### config.mk
export PLATFORM = sky130hd
export DESIGN_NAME = pll_param_search
export DESIGN_NICKNAME = d
export VERILOG_FILES = /design/src/rtl/pll_srch_pkg.sv /design/src/rtl/pll_rdiv.sv /design/src/rtl/pll_odiv_sel.sv /design/src/rtl/pll_param_search.sv
export SDC_FILE = /design/constraint.sdc
export NUM_CORES = 2
export LEC_CHECK = 0
export BUFFER_PORTS_ARGS = -buffer_cell sky130_fd_sc_hd__buf_2
export CORE_ASPECT_RATIO = 1.2
export CORE_UTILIZATION = 59
export DETAILED_ROUTE_END_ITERATION = 16
export PLACE_DENSITY = 0.79
export SETUP_SLACK_MARGIN = 0.05
export SYNTH_ARGS = -nofsm -noshare
export SYNTH_HDL_FRONTEND = slang
export SYNTH_HIERARCHICAL = 1
export SYNTH_SLANG_ARGS = --single-unit
### constraint.sdc
create_clock -name clk -period 10.4 [get_ports clk]
set_input_delay 0.52 -clock clk [delete_from_list [all_inputs] [get_ports clk]]
set_output_delay 0.52 -clock clk [all_outputs]
set_load 0.01 [all_outputs]
### src/rtl/pll_srch_pkg.sv
package pll_srch_pkg;
  localparam int WORD_W  = 20;
  localparam int SRC_BIT = 19;
  localparam int CODE_LSB = 14;
  localparam int NRF_LSB = 9;
  localparam int NRF_W   = 5;
  localparam int NFF_W   = 9;

  typedef enum logic [2:0] {
    S_IDLE, S_NR_CHK, S_NR_WAIT, S_SCAN, S_FIN_GO, S_FIN_WAIT
  } srch_state_t;
endpackage

### src/rtl/pll_rdiv.sv
module pll_rdiv #(
  parameter int NW = 32,
  parameter int DW = 8
) (
  input  logic          clk,
  input  logic          rst_n,
  input  logic          start_i,
  input  logic [NW-1:0] dividend_i,
  input  logic [DW-1:0] divisor_i,
  output logic          done_o,
  output logic [NW-1:0] quo_o
);
  localparam int CW = $clog2(NW + 1);
  localparam int RW = NW + DW;

  logic          busy_q, busy_n, done_q, done_n;
  logic [CW-1:0] cnt_q, cnt_n;
  logic [NW-1:0] quo_q, quo_n, dvd_q, dvd_n;
  logic [DW-1:0] rem_q, rem_n, dvs_q, dvs_n;
  logic [DW:0]   shifted, diff;

  assign shifted = {rem_q, quo_q[NW-1]};
  assign diff    = shifted - {1'b0, dvs_q};

  always_comb begin
    busy_n = busy_q;
    done_n = 1'b0;
    cnt_n  = cnt_q;
    quo_n  = quo_q;
    rem_n  = rem_q;
    dvs_n  = dvs_q;
    dvd_n  = dvd_q;
    if (start_i && !busy_q) begin
      busy_n = 1'b1;
      cnt_n  = CW'(NW);
      quo_n  = dividend_i;
      dvd_n  = dividend_i;
      rem_n  = '0;
      dvs_n  = divisor_i;
    end else if (busy_q) begin
      if (shifted >= {1'b0, dvs_q}) begin
        rem_n = diff[DW-1:0];
        quo_n = {quo_q[NW-2:0], 1'b1};
      end else begin
        rem_n = shifted[DW-1:0];
        quo_n = {quo_q[NW-2:0], 1'b0};
      end
      cnt_n = cnt_q - CW'(1);
      if (cnt_q == CW'(1)) begin
        busy_n = 1'b0;
        done_n = 1'b1;
      end
    end
  end

  always_ff @(posedge clk or negedge rst_n) begin
    if (!rst_n) begin
      busy_q <= 1'b0;
      done_q <= 1'b0;
      cnt_q  <= '0;
      quo_q  <= '0;
      rem_q  <= '0;
      dvs_q  <= '0;
      dvd_q  <= '0;
    end else begin
      busy_q <= busy_n;
      done_q <= done_n;
      cnt_q  <= cnt_n;
      quo_q  <= quo_n;
      rem_q  <= rem_n;
      dvs_q  <= dvs_n;
      dvd_q  <= dvd_n;
    end
  end

  assign done_o = done_q;
  assign quo_o  = quo_q;


  div_exact_chk: assert property (@(posedge clk) disable iff (!rst_n)
    done_q |-> (RW'(quo_q) * RW'(dvs_q) + RW'(rem_q)) == RW'(dvd_q));

  div_start_chk: assert property (@(posedge clk) disable iff (!rst_n)
    (start_i && !busy_q) |=> (busy_q && !done_q));
endmodule

### src/rtl/pll_odiv_sel.sv
module pll_odiv_sel #(
  parameter int FW   = 32,
  parameter int F25  = 25_000_000,
  parameter int F50  = 50_000_000,
  parameter int F100 = 100_000_000,
  parameter int F200 = 200_000_000
) (
  input  logic [FW-1:0] req_i,
  output logic          ok_o,
  output logic [1:0]    code_o,
  output logic [FW-1:0] tgt_o
);
  always_comb begin
    ok_o = (req_i >= FW'(F25)) && (req_i <= FW'(F200));
    if (req_i > FW'(F100)) begin
      code_o = 2'd0;
      tgt_o  = req_i;
    end else if (req_i >= FW'(F50)) begin
      code_o = 2'd1;
      tgt_o  = {req_i[FW-2:0], 1'b0};
    end else begin
      code_o = 2'd3;
      tgt_o  = {req_i[FW-3:0], 2'b00};
    end
  end
endmodule

### src/rtl/pll_param_search.sv
module pll_param_search
  import pll_srch_pkg::*;
#(
  parameter int FW       = 32,
  parameter int NR_MAX   = 33,
  parameter int NF_MAX   = 513,
  parameter int NR_ST_XT = 2,
  parameter int NR_ST_RC = 4,
  parameter int REF_LO   = 1_600_000,
  parameter int REF_HI   = 15_000_000,
  parameter int VCO_LO   = 100_000_000,
  parameter int VCO_HI   = 200_000_000,
  parameter int DEF_XT_CODE = 1,
  parameter int DEF_XT_NR   = 2,
  parameter int DEF_XT_NF   = 24,
  parameter int DEF_RC_CODE = 1,
  parameter int DEF_RC_NR   = 4,
  parameter int DEF_RC_NF   = 26
) (
  input  logic              clk,
  input  logic              rst_n,
  input  logic              start_i,
  input  logic              src_i,
  input  logic [FW-1:0]     ref_hz_i,
  input  logic [FW-1:0]     req_hz_i,
  output logic              busy_o,
  output logic              done_o,
  output logic              fallback_o,
  output logic [WORD_W-1:0] ctrl_word_o,
  output logic [FW-1:0]     freq_hz_o
);
  localparam int NRW = $clog2(NR_MAX + 2);
  localparam int NFW = $clog2(NF_MAX + 2);
  localparam int PW  = FW + NFW;
  localparam int DVW = $clog2(4 * NR_MAX + 1);

  srch_state_t     state_q, state_n;
  logic            src_q, src_n, pass_q, pass_n, fbw_q, fbw_n, fbo_q, fbo_n;
  logic            done_q, done_n, load_def;
  logic [1:0]      code_q, code_n;
  logic [FW-1:0]   tgt_q, tgt_n, ref_q, ref_n, freq_q, freq_n;
  logic [NRW-1:0]  nr_q, nr_n, nrs_q, nrs_n;
  logic [NFW-1:0]  nf_q, nf_n, nfs_q, nfs_n;
  logic [PW-1:0]   best_q, best_n, prod, err;
  logic [WORD_W-1:0] word_q, word_n, pack_w;

  logic            sel_ok;
  logic [1:0]      sel_code;
  logic [FW-1:0]   sel_tgt;
  logic            div_start, div_done;
  logic [DVW-1:0]  div_dvs;
  logic [FW-1:0]   div_quo;
  logic            q_ok, vco_ok, vco_over;

  pll_odiv_sel #(.FW(FW)) u_sel (
    .req_i(req_hz_i), .ok_o(sel_ok), .code_o(sel_code), .tgt_o(sel_tgt)
  );

  assign div_start = ((state_q == S_NR_CHK) && (nr_q <= NRW'(NR_MAX))) ||
                     (state_q == S_FIN_GO);
  assign div_dvs   = (state_q == S_FIN_GO) ?
                     DVW'((DVW'(code_q) + DVW'(1)) * DVW'(nrs_q)) : DVW'(nr_q);

  pll_rdiv #(.NW(FW), .DW(DVW)) u_div (
    .clk(clk), .rst_n(rst_n), .start_i(div_start), .dividend_i(ref_q),
    .divisor_i(div_dvs), .done_o(div_done), .quo_o(div_quo)
  );

  assign prod     = PW'(div_quo) * PW'(nf_q);
  assign err      = (prod > PW'(tgt_q)) ? (prod - PW'(tgt_q)) : (PW'(tgt_q) - prod);
  assign q_ok     = (div_quo > FW'(REF_LO)) && (div_quo < FW'(REF_HI));
  assign vco_over = prod > PW'(VCO_HI);
  assign vco_ok   = prod >= PW'(VCO_LO);

  always_comb begin
    pack_w = '0;
    pack_w[SRC_BIT] = src_q;
    pack_w[CODE_LSB +: 2] = code_q;
    pack_w[NRF_LSB +: NRF_W] = NRF_W'(nrs_q - NRW'(2));
    pack_w[0 +: NFF_W] = NFF_W'(nfs_q - NFW'(2));
  end

  always_comb begin
    state_n = state_q;  src_n = src_q;   ref_n = ref_q;   code_n = code_q;
    tgt_n   = tgt_q;    nr_n  = nr_q;    nf_n  = nf_q;    best_n = best_q;
    pass_n  = pass_q;   nrs_n = nrs_q;   nfs_n = nfs_q;   fbw_n  = fbw_q;
    word_n  = word_q;   freq_n = freq_q; fbo_n = fbo_q;   done_n = 1'b0;
    load_def = 1'b0;
    case (state_q)
      S_IDLE: if (start_i) begin
        src_n = src_i;
        ref_n = ref_hz_i;
        if (sel_ok) begin
          code_n  = sel_code;
          tgt_n   = sel_tgt;
          nr_n    = src_i ? NRW'(NR_ST_RC) : NRW'(NR_ST_XT);
          pass_n  = 1'b0;
          best_n  = '1;
          state_n = S_NR_CHK;
        end else begin
          load_def = 1'b1;
        end
      end
      S_NR_CHK: begin
        if (nr_q > NRW'(NR_MAX)) begin
          if (!pass_q && (best_q != '1)) begin
            pass_n = 1'b1;
            nr_n   = src_q ? NRW'(NR_ST_RC) : NRW'(NR_ST_XT);
          end else begin
            load_def = 1'b1;
          end
        end else begin
          state_n = S_NR_WAIT;
        end
      end
      S_NR_WAIT: if (div_done) begin
        if (q_ok) begin
          nf_n    = NFW'(2);
          state_n = S_SCAN;
        end else begin
          nr_n    = nr_q + NRW'(1);
          state_n = S_NR_CHK;
        end
      end
      S_SCAN: begin
        if ((nf_q > NFW'(NF_MAX)) || vco_over) begin
          nr_n    = nr_q + NRW'(1);
          state_n = S_NR_CHK;
        end else begin
          nf_n = nf_q + NFW'(1);
          if (vco_ok) begin
            if (!pass_q) begin
              if (err < best_q) begin
                best_n = err;
                if (err == '0) begin
                  nrs_n = nr_q; nfs_n = nf_q; fbw_n = 1'b0; state_n = S_FIN_GO;
                end
              end
            end else if (err == best_q) begin
              nrs_n = nr_q; nfs_n = nf_q; fbw_n = 1'b0; state_n = S_FIN_GO;
            end
          end
        end
      end
      S_FIN_GO: state_n = S_FIN_WAIT;
      S_FIN_WAIT: if (div_done) begin
        freq_n  = FW'(PW'(div_quo) * PW'(nfs_q));
        word_n  = pack_w;
        fbo_n   = fbw_q;
        done_n  = 1'b1;
        state_n = S_IDLE;
      end
      default: state_n = S_IDLE;
    endcase
    if (load_def) begin
      code_n  = src_n ? 2'(DEF_RC_CODE) : 2'(DEF_XT_CODE);
      nrs_n   = src_n ? NRW'(DEF_RC_NR) : NRW'(DEF_XT_NR);
      nfs_n   = src_n ? NFW'(DEF_RC_NF) : NFW'(DEF_XT_NF);
      fbw_n   = 1'b1;
      state_n = S_FIN_GO;
    end
  end

  always_ff @(posedge clk or negedge rst_n) begin
    if (!rst_n) begin
      state_q <= S_IDLE; src_q <= 1'b0; ref_q <= '0; code_q <= '0;
      tgt_q   <= '0;     nr_q  <= '0;   nf_q  <= '0; best_q <= '0;
      pass_q  <= 1'b0;   nrs_q <= '0;   nfs_q <= '0; fbw_q  <= 1'b0;
      word_q  <= '0;     freq_q <= '0;  fbo_q <= 1'b0; done_q <= 1'b0;
    end else begin
      state_q <= state_n; src_q <= src_n; ref_q <= ref_n; code_q <= code_n;
      tgt_q   <= tgt_n;   nr_q  <= nr_n;  nf_q  <= nf_n;  best_q <= best_n;
      pass_q  <= pass_n;  nrs_q <= nrs_n; nfs_q <= nfs_n; fbw_q  <= fbw_n;
      word_q  <= word_n;  freq_q <= freq_n; fbo_q <= fbo_n; done_q <= done_n;
    end
  end

  assign busy_o      = (state_q != S_IDLE);
  assign done_o      = done_q;
  assign fallback_o  = fbo_q;
  assign ctrl_word_o = word_q;
  assign freq_hz_o   = freq_q;


  done_pulse_chk: assert property (@(posedge clk) disable iff (!rst_n)
    done_q |=> !done_q);

  start_ignored_chk: assert property (@(posedge clk) disable iff (!rst_n)
    (state_q != S_IDLE && start_i) |=> ($stable(ref_q) && $stable(src_q) && $stable(tgt_q)));

  done_idle_chk: assert property (@(posedge clk) disable iff (!rst_n)
    done_q |-> (state_q == S_IDLE));

  code_legal_chk: assert property (@(posedge clk) disable iff (!rst_n)
    (done_q && !fbo_q) |-> (word_q[CODE_LSB +: 2] != 2'd2));

  best_mono_chk: assert property (@(posedge clk) disable iff (!rst_n)
    (state_q == S_SCAN && !pass_q && $past(state_q) == S_SCAN) |-> (best_q <= $past(best_q)));
endmodule

==> results.json <==
{
  "ys_warn_count": 6,
  "failed_checks": "setup timing",
  "layout_setup_ws_ns": -0.5303,
  "slew_viol_final": 0,
  "syn_inst": 4204,
  "cts_buffers": 30,
  "ios": 123,
  "clk_latency_ns": 0.63,
  "synth_most_common_cell": "nand2_1",
  "track_usage": 0.3683,
  "area_growth_pct": 21.47,
  "die_height_um": 272.5,
  "final_cells": 5496,
  "num_rows": 98,
  "path_clk_slew_ns": 0.07,
  "min_from": "ref_hz_i[23]",
  "cts_tree": "built",
  "first_pass_iters": 6,
  "hold_viol": 0,
  "holdPathEnd": "ref_q[23]",
  "start_kind": "flip-flop",
  "cts_max_level": 1,
  "clock_skew_ns": 0.04254,
  "antenna_found_initial": 3,
  "path_common_cell": "fa_1",
  "multi_input_area_sq_um": 27790,
  "ant_nets": 0,
  "drcViolationCount": 0,
  "cp_slowest_cell": "fa_1",
  "wire_per_inst_um": 20.75,
  "cts.sink_count": 253,
  "viasPerCell": 5.942,
  "avgSynthCellArea_sq_um": 8.558,
  "fill_cells": 4332,
  "r2r-end": "nrs_q[5]",
  "worstPathMaxFanout": 13,
  "end_kind": "flip-flop",
  "seq_area_sq_um": 6359,
  "nNetsFinal": 5442,
  "initial_core_util": 0.6001,
  "drt_iter0_markers": 2354,
  "worstHoldPathCells": 2,
  "reg2reg_depth": 51,
  "max_stage_delay_ns": 0.60,
  "min_period_ns": 10.93,
  "coreArea_sq_um": 59960,
  "synth-edff-count": 0,
  "critPathKind": "reg -> reg",
  "relSlewSlack": 0.1670,
  "root_buffer": "clkbuf_16",
  "post-place-ws_ns": -0.7195,
  "syn-cell-area_sq_um": 35980,
  "fp.dieArea_sq_um": 61980,
  "synth.top_cells.by_count": "nand2_1, inv_1, fa_1",
  "die_w_um": 227.4,
  "synth_top_area_cell": "fa_1",
  "vias": 32660,
  "yosys_most_used_dff": "dfrtp_1",
  "worst_slew_pin_slew_ns": 1.250,
  "yosys-top-cells-area": "fa_1, dfrtp_1, ha_1, nand2_1, inv_1",
  "worstReg2RegStart": "nf_q[4]",
  "synth_cell_types": 101,
  "drive_above_1_share": 0.2288,
  "crit_required_ns": 10.92,
  "rsz0062_at_grt": "true",
  "drt_wl_total_um": 114000,
  "fin_crit_sh": 1.051,
  "place_inst": 5345,
  "cts_max_path_buffers": 3,
  "grt_pass1_wl_um": 177800,
  "port_buffers": 119,
  "cap_violations": 0,
  "hpwl_um": 86520,
  "outcome": "complete, but fails checks",
  "async_reset_ff_frac": 1.000,
  "holdCritPathClass": "in -> reg",
  "ys_seq_area_frac": 0.1760,
  "gp_congestion": 1.038,
  "synth_top_area_share": 0.2470,
  "setup_viol": 62,
  "clock.fmax_ghz": 0.09149,
  "overflow": 0,
  "arrival_ns": 11.45,
  "r2r_slack_ns": -0.53,
  "grt_pass1_vias": 33800,
  "grt_max_degree": 111,
  "ys_ff_latch": 253
}
worst max-delay path by stage:
stage              startpoint  endpoint  slack [ns]  depth (start not counted)
3_5_place_dp   u_div/quo_o[3]  nfs_q[6]       -0.72                         42
5_1_grt               nf_q[4]  nfs_q[5]       -0.93                         51
6_report              nf_q[4]  nrs_q[5]       -0.53                         51
2_1_floorplan         nf_q[6]  nrs_q[1]       -0.08                         50
4_1_cts        u_div/quo_o[5]  nfs_q[6]       -0.14                         45
3_3_place_gp   u_div/quo_o[3]  nfs_q[7]       -0.63                         42
registers in the layout (all words and copies together), names as in the netlist, 2 cells and up:
name / flops
ctrl_word_o: 17
nf_q: 10
u_div/rem_q: 8
nfs_q: 10
u_div/cnt_q: 6
best_q: 42
u_div/quo_o: 32
u_div/dvs_q: 8
state_q: 3
tgt_q: 32
nrs_q: 6
nr_q: 6
ref_q: 32
code_q: 2
freq_hz_o: 32
worst max-delay path, delay by kind of cell, from the launching register on:
| family | cells | cell delay, ns |
|---|---|---|
| AOI/OAI and AO/OA | 14 | 2.24 |
| xor gates and xnor gates | 1 | 0.25 |
| adders and majority gates | 8 | 3.57 |
| buffers and inverters | 11 | 1.36 |
| DFF | 1 | 0.44 |
| and+or+nand+nor | 17 | 2.92 |
what timing repair did:
item | 4_1_cts | 5_1_grt
pin swaps | 52 | 79
hold endpoints to repair | 87 | 0
hold buffers | 1 | 0
gates cloned | 2 | 12
setup endpoints to repair | 62 | 62
gates resized for setup | 129 | 180
buffers inserted | 41 | 44
kinds of logic (layout without fill, tap and decap cells):
| family | Yosys count | after routing | synth area share |
|---|---|---|---|
| mux | 126 | 126 | 0.03742 |
| buf+inv | 810 | 1297 | 0.08694 |
| xor+xnor | 131 | 131 | 0.03189 |
| compound gates | 766 | 766 | 0.1388 |
| simple gates | 1418 | 1419 | 0.1932 |
| other cells | 1 | 5 | 0.0001042 |
| flops | 253 | 253 | 0.1760 |
| fa+ha+maj | 699 | 699 | 0.3357 |
per-layer routing:
metal	vias up	track usage	wire length (um)
met2	1457	0.6381	56050
met5	-	0	0
met3	448	0.04354	7130
met4	0	0.2817	10390
met1	16060	0.4122	40460
li1	14690	-	-
final cells by class:
type | count | area share
diodes | 2 | 0.0001145
clock buffers | 42 | 0.01981
clock inverters | 9 | 0.004552
inverters | 559 | 0.04807
multi-input cells | 3144 | 0.6358
flip-flops and latches | 253 | 0.1455
well taps | 800 | 0.02290
repair buffers | 687 | 0.1233
cell usage in the layout, fill, tap and decap left out, types with 28 or more instances in the layout:
cell type / count
o21ai_0: 158
a21oi_1: 147
dfrtp_1: 231
nor2_1: 147
inv_1: 538
nand2_1: 594
nand2b_1: 33
ha_4: 30
o21ai_1: 40
xor2_1: 39
buf_4: 508
o21a_1: 28
nand3_1: 50
nor3_1: 57
mux2i_1: 51
clkbuf_16: 39
nand4_1: 50
buf_2: 118
ha_1: 224
a21o_1: 89
mux2_2: 68
fa_1: 435
a31oi_1: 55
xnor2_1: 72
and2_1: 282
per-stage QoR:
stage | hold slack (ns) | utilization | setup TNS (ns) | area (sq um)
2_1_floorplan | 0.2244 | - | -0.8778 | 36330
3_3_place_gp | 0.4470 | 0.6741 | -17.75 | 40420
3_5_place_dp | 0.4504 | 0.6741 | -22.04 | 40420
4_1_cts | 0.1022 | 0.7081 | -1.880 | 42460
5_1_grt | 0.1080 | 0.7289 | -42.28 | 43710
6_report | 0.1204 | 0.7289 | -18.79 | 43710
Power is left out: the tool's default activity adds up to more than one toggle a clock period on the data nets, which glitch-free logic cannot reach.
